## src/rtl/uframe_poll_sel.sv

```systemverilog
module uframe_poll_sel #(
  parameter int N_EP         = 8,
  parameter int UF_W         = 14,
  parameter int IVL_LOG2_MAX = 5,
  parameter int IV_W         = 3
) (
  input  logic                         clk,
  input  logic                         rst_n,
  input  logic                         uf_start,
  input  logic [UF_W-1:0]              uf_count,
  input  logic [N_EP-1:0]              ep_en,
  input  logic [8*N_EP-1:0]            ep_smask,
  input  logic [IV_W*N_EP-1:0]         ep_ilog,
  input  logic [IVL_LOG2_MAX*N_EP-1:0] ep_phase,
  output logic [N_EP-1:0]              issue,
  output logic [N_EP-1:0]              mask_err_ep,
  output logic                         mask_err
);
  localparam int PH_W = IVL_LOG2_MAX;

  logic [2:0]      uslot;
  logic [PH_W-1:0] frame_lo;
  logic [N_EP-1:0] hit, zmask;

  assign uslot    = uf_count[2:0];
  assign frame_lo = uf_count[3 +: PH_W];

  for (genvar i = 0; i < N_EP; i++) begin : g_ep
    logic [7:0]      sm;
    logic [IV_W-1:0] il, il_eff;
    logic [PH_W:0]   span;
    logic [PH_W-1:0] ph, wrap;
    logic            reach;

    assign sm     = ep_smask[8*i +: 8];
    assign il     = ep_ilog[IV_W*i +: IV_W];
    assign ph     = ep_phase[PH_W*i +: PH_W];
    assign il_eff = (int'(il) > IVL_LOG2_MAX) ? IV_W'(IVL_LOG2_MAX) : il;
    assign span   = (PH_W+1)'(1) << il_eff;
    assign wrap   = PH_W'(span - (PH_W+1)'(1));
    assign reach  = ((frame_lo ^ ph) & wrap) == '0;
    assign zmask  [i] = ep_en[i] && (sm == 8'h00);
    assign hit    [i] = ep_en[i] && !zmask[i] && sm[uslot] && reach;
  end

  always_ff @(posedge clk) begin
    if (!rst_n) begin
      issue       <= '0;
      mask_err_ep <= '0;
    end else begin
      issue <= uf_start ? hit : '0;
      if (uf_start) mask_err_ep <= mask_err_ep | zmask;
    end
  end

  assign mask_err = |mask_err_ep;
endmodule


```

## config.mk

```make
export PLATFORM = sky130hd
export DESIGN_NAME = uframe_poll_sel
export DESIGN_NICKNAME = d
export VERILOG_FILES = /design/src/rtl/uframe_poll_sel.sv
export SDC_FILE = /design/constraint.sdc
export NUM_CORES = 1
export LEC_CHECK = 0
export BUFFER_PORTS_ARGS = -buffer_cell sky130_fd_sc_hd__buf_2
export CORE_MARGIN = 5
export CORE_UTILIZATION = 41
export CTS_CLUSTER_DIAMETER = 50
export DETAILED_ROUTE_END_ITERATION = 7
export PLACE_DENSITY = 0.85
export SETUP_SLACK_MARGIN = 0.15
export SYNTH_ARGS = -nofsm -noshare
export SYNTH_HDL_FRONTEND = slang
export SYNTH_SLANG_ARGS = --single-unit
```

## constraint.sdc

```tcl
create_clock -name clk -period 1.9 [get_ports clk]
set_clock_uncertainty 0.1 [all_clocks]
set_input_delay 0.285 -clock clk [delete_from_list [all_inputs] [get_ports clk]]
set_output_delay 0.285 -clock clk [all_outputs]
set_load 0.005 [all_outputs]
```

# [After elaboration in Yosys (flattened, before gate mapping)]
# Cells that the tools add are included.
[totals] ff_bits=16 input_bits=153 out_inout_bits=17 word_cells=126
[classes] n_addsub=8 magnitude_cmp=9 shifts=8 mux=24 bitwise_logic=17 n_reduce_logical=58
[op_table] operator="logical NOT 8 bit" count=8
[op_table] operator="bitwise AND 5 bit" count=8
[op_table] operator="logical NOT 5 bit" count=8
[op_table] operator="left shift 1 x 3 -> 5 bit, first input constant" count=8
[op_table] operator="subtractor 5 x 1 -> 5 bit, second input constant" count=8
[op_table] operator="bitwise XOR 5 bit" count=8
[op_table] operator="logical AND 1 bit" count=32
[op_table] operator="binary-select mux 1 bit (select 3 bit)" count=8
[op_table] operator="> comparator 3 bit, second input constant" count=8
[op_table] operator="2-to-1 mux 3 bit" count=8
[op_table] operator="logical NOT 1 bit" count=8
[op_table] operator="2-to-1 mux 1 bit" count=8
[op_table] operator="bitwise OR 8 bit" count=1
[op_table] operator="OR reduction 8 bit" count=1
[op_table] operator="< comparator 3 x 4 -> 1 bit, second input constant" count=1
[op_table] operator="AND reduction 2 bit" count=1

# [Depth between registers and ports, before layout]
[depth] ltp_word=7 depth_mapped=7 depth_no_buf=7

# [Worst setup path after synthesis]
# Ideal clock, no wire load.
[synth_timing] kind="input to register" start="input port ep_ilog[0]" end="register issue[0]" setup_ns=0.061 t_arrival_ns=1.479 required_ns=1.739 path_slack_ns=0.261 path_stages=5 path_buffers=0 cell_sequence="or3_1 -> ha_1 -> xor2_1 -> a221oi_1 -> and4_1"
[synth_between] elab_chain_cells=7
[synth_rtl] element="start: declaration" line_no="13" text="input logic [IV_W*N_EP-1:0] ep_ilog,"
[synth_rtl] element="> comparator 3 bit" line_no="38" text="assign il_eff = (int'(il) > IVL_LOG2_MAX) ? IV_W'(IVL_LOG2_MAX) : il;"
[synth_rtl] element="2-to-1 mux 3 bit (*)" line_no="38"
[synth_rtl] element="left shift 1 x 3 -> 5 bit (*)" line_no="39" text="assign span = (PH_W+1)'(1) << il_eff;"
[synth_rtl] element="subtractor 5 x 1 -> 5 bit (*)" line_no="40" text="assign wrap = PH_W'(span - (PH_W+1)'(1));"
[synth_rtl] element="bitwise AND 5 bit (*)" line_no="41" text="assign reach = ((frame_lo ^ ph) & wrap) == '0;"
[synth_rtl] element="logical NOT 5 bit (*)" line_no="41"
[synth_rtl] element="logical AND 1 bit (*)" line_no="43" text="assign hit [i] = ep_en[i] && !zmask[i] && sm[uslot] && reach;"
[synth_rtl] element="end signal: assignment" line_no="51" text="issue <= uf_start ? hit : '0;"
[synth_rtl] element="end: declaration" line_no="15" text="output logic [N_EP-1:0] issue,"
# Every way passes the cells marked *; elsewhere a longest branch is shown, timed or not.
# A chain may end at the register's enable or synchronous reset.

# [Worst setup path after layout]
[layout_timing] start="input port ep_ilog[4]" end="register issue[1]"
# The elaborated chain is that of the path after synthesis.

==> qor.csv <==
stage;metric;value;unit
cells_and_area;FF/Latch Area;320;µm²
clock_network;post_cts resized;0;
synthesis;Gate Count Post-Synth;279;
synthesis;Synth Area in XOR/XNOR;18.3;%
drt;drt drc;0;
pwr;share of power burned in registers;28.8;%
clock_network;CTS buffer count;3;
sta;Setup-failing EPs final;0;
global_routing;number of global-route vias before repair;2916;
min_path;HP Class;input port to flip-flop;
place;DP HPWL;7.11;mm
cells_and_area;area of the multi-input gates;0.00181;mm²
die;Starting Density;41.5;%
clock_network;CTS tree;built;
critical_path;critical path startpoint category;input port;
synthesis;Synth area leader;dfxtp_1;
synthesis;Post-synth EDFFs;0;
pwr;Peak VDD IR;216;µV
synthesis;post-synthesis mux area share;14.1;%
critical_path;Largest delay share family, worst path;simple AND/OR/NAND/NOR gates;
critical_path;Worst EP required;2.00;ns
sta;final worst-path cycle share;86.6;%
synthesis;Synth Area in Compound Gates;17.5;%
global_routing;gr ovfl total;0;
outcome;outcome;completed;
critical_path;slowest stage cell, crit path;or3_1;
drt;DRT antenna net count;0;
place;number of I/O port buffers;163;
synthesis;Adder-Cell Fraction of Synth Area;4.46;%
pwr;clock network power share;23.1;%
synthesis;count leader, synth;nand2_1;
synthesis;dominant synthesized flop cell;dfxtp_1;
die;core area;0.00541;mm²
critical_path;Critical Path Sink Type;flip-flop;
critical_path;CP bufs+invs;1;
synthesis;Yosys top cell area share;14.3;%
critical_path;critical path peak fanout;4;
synthesis;FFs w/ async S/R, synth;0;%
critical_path;worst-path cell chain;buf_2 -> or3_1 -> ha_1 -> xor2_1 -> a221oi_1 -> and4_1;
clock_network;H-tree Lvls;1;
place;routability-driven placement congestion ratio;0.939;
die;Rows;27;
critical_path;Setup CP Type;input port to flip-flop;
global_routing;initial antenna violation count;0;
critical_path;CP peak stage delay;0.39;ns
cells_and_area;Nets;601;
synthesis;Synth cell types;46;
synthesis;Mapped Area;0.00224;mm²
pwr;P_sw;411;µW
drt;drt pass-1 iters;4;
clock_network;Setup Buffers After CTS;0;
job;Max-Cap Viols;0;
drt;met2 WL post-DR;4.33;mm
sta;setup TNS;0;ns
cells_and_area;layout cells sized above 1;41.8;%
clock_network;Sink Count;16;
synthesis;Area contributors post-synth;dfxtp_1, mux2i_1, xnor2_1;
sta;RSZ-0062 raised after global routing;false;
sta;worst-margin pin slew;0.446;ns
drt;DR WL/cell;16.9;µm
drt;Top Layer Used;met4;
pwr;power per cell area;373;mW/mm²
drt;drt total wl;8.63;mm
die;die width;84.0;µm
pwr;cell-internal power;763;µW
sta;Hold Slack;0.187;ns
global_routing;pin count of the biggest net entering global routing;14;
cells_and_area;Layout area overhead;40.2;%
sta;fin. max-slew vios;0;
drt;DR iter-0 viols;106;
synthesis;register area share after synthesis;14.3;%
drt;via count;2817;
sta;final hold vios;0;
drt;DRT met1 WL;3.42;mm
cells_and_area;final-layout fill cell count;515;
synthesis;syn nets;440;
synthesis;syn avg cell area;8.04;µm²
sta;slew margin rel.;70.2;%
pwr;Comb pwr share;48.1;%
drt;Avg Vias per Cell;5.52;
drt;met3 wire length;714;µm
synthesis;FF+latch count, synth;16;
sta;Tmin final;1.65;ns
synthesis;largest family of logic cells by synthesized area;simple AND/OR/NAND/NOR gates;
cells_and_area;n_diodes;0;
clock_network;cts hold-fix bufs;0;
clock_network;Worst-path clk slew;0.07;ns
pwr;sw frac;35.0;%
synthesis;Yosys warnings;0;
clock_network;CTS max path bufs;2;
clock_network;Clk Tree Root Cell;clkbuf_8;
synthesis;simple-gate share of the synthesized area;26.5;%
pwr;leakage;1.48;nW
die;IO Count;170;
clock_network;clk_lat worst skew;0.25;ns
global_routing;All-Layer GR Usage;23.4;%
synthesis;Commonest cells post-synth;nand2_1, xnor2_1, mux2i_1;
die;Die Ht;84.0;µm
critical_path;crit path DAT;1.74;ns
global_routing;first-pass GRT wire length;13.6;mm
die;die area;0.00705;mm²
sta;f_max;0.608;GHz
## registers in the layout, summed over array words and instances (netlist names)
name / cells
issue: 8
mask_err_ep: 8
## placed cells by master (no fill, tap or decap), drive strengths merged, types with 3 or more instances in the layout
cell / synthesis / layout
o211ai: 5 / 5
nand2: 36 / 36
a32oi: 3 / 3
inv: 3 / 3
xnor2: 25 / 25
dfxtp: 16 / 16
o22ai: 3 / 3
buf: 12 / 170
mux2i: 24 / 24
nor2: 17 / 17
clkbuf: 2 / 3
nor3b: 8 / 8
nor4: 20 / 20
a22oi: 6 / 6
a2111oi: 3 / 3
or3: 10 / 10
nor2b: 4 / 4
a21oi: 3 / 3
o21ai: 16 / 16
nand3: 4 / 4
xor2: 22 / 22
ha: 8 / 8
## final timing paths
path | startpoint | to | slack (ns) | cells past startpoint
max | ep_ilog[4] | issue[1]$_SDFF_PN0_ | 0.25 | 6
min | ep_ilog[17] | issue[5]$_SDFF_PN0_ | 0.19 | 2
max reg2reg | mask_err_ep[4]$_SDFFE_PN0P_ | mask_err_ep[4]$_SDFFE_PN0P_ | 1.16 | 2
min reg2reg | mask_err_ep[2]$_SDFFE_PN0P_ | mask_err_ep[2]$_SDFFE_PN0P_ | 0.40 | 2
## logic make-up (layout without fill, tap and decap cells)
group / after synthesis / in the layout
AND/OR/NAND/NOR: 109 / 109
multiplexers: 28 / 28
buffers and inverters: 17 / 176
flip-flops: 16 / 16
AO/OA/AOI/OAI: 54 / 54
XOR/XNOR: 47 / 47
adder cells (fa/ha/maj): 8 / 8
## power groups by stage
| stage | logic [mW] | clock network [mW] | registers, mW |
|---|---|---|---|
| after floorplan | 0.306 | 0 | 0.346 |
| after global placement | 0.542 | 0 | 0.346 |
| final | 0.565 | 0.271 | 0.338 |
| after CTS | 0.562 | 0.284 | 0.338 |
| after detailed placement | 0.559 | 0 | 0.346 |
| after global routing | 0.620 | 0.297 | 0.338 |
## final cells by class
type                    instances  area share, %
well taps                      72           2.87
inverters                       3          0.358
flip-flops and latches         16           10.2
clock buffers                   3           1.31
repair buffers                170           27.6
multi-input cells             246           57.7
## per-stage QoR
step           cell area, µm²  cells  power [mW]  setup slack (ns)  util [%]
2_1_floorplan            2240    279       0.652             0.261         -
5_1_grt                  3140    510        1.26             0.188      58.2
3_3_place_gp             3100    507       0.888            0.0923      57.4
6_report                 3140    510        1.17             0.255      58.2
3_5_place_dp             3100    507       0.905            0.0229      57.4
4_1_cts                  3140    510        1.18             0.288      58.2
## per-layer routing
| layer | GRT usage, % | up-vias |
|---|---|---|
| li1 | - | 1365 |
| met1 | 28.2 | 1276 |
| met2 | 41.9 | 158 |
| met3 | 3.75 | 18 |
| met4 | 8.04 | 0 |
| met5 | 0 | - |
(Power assumes the default switching activity.)
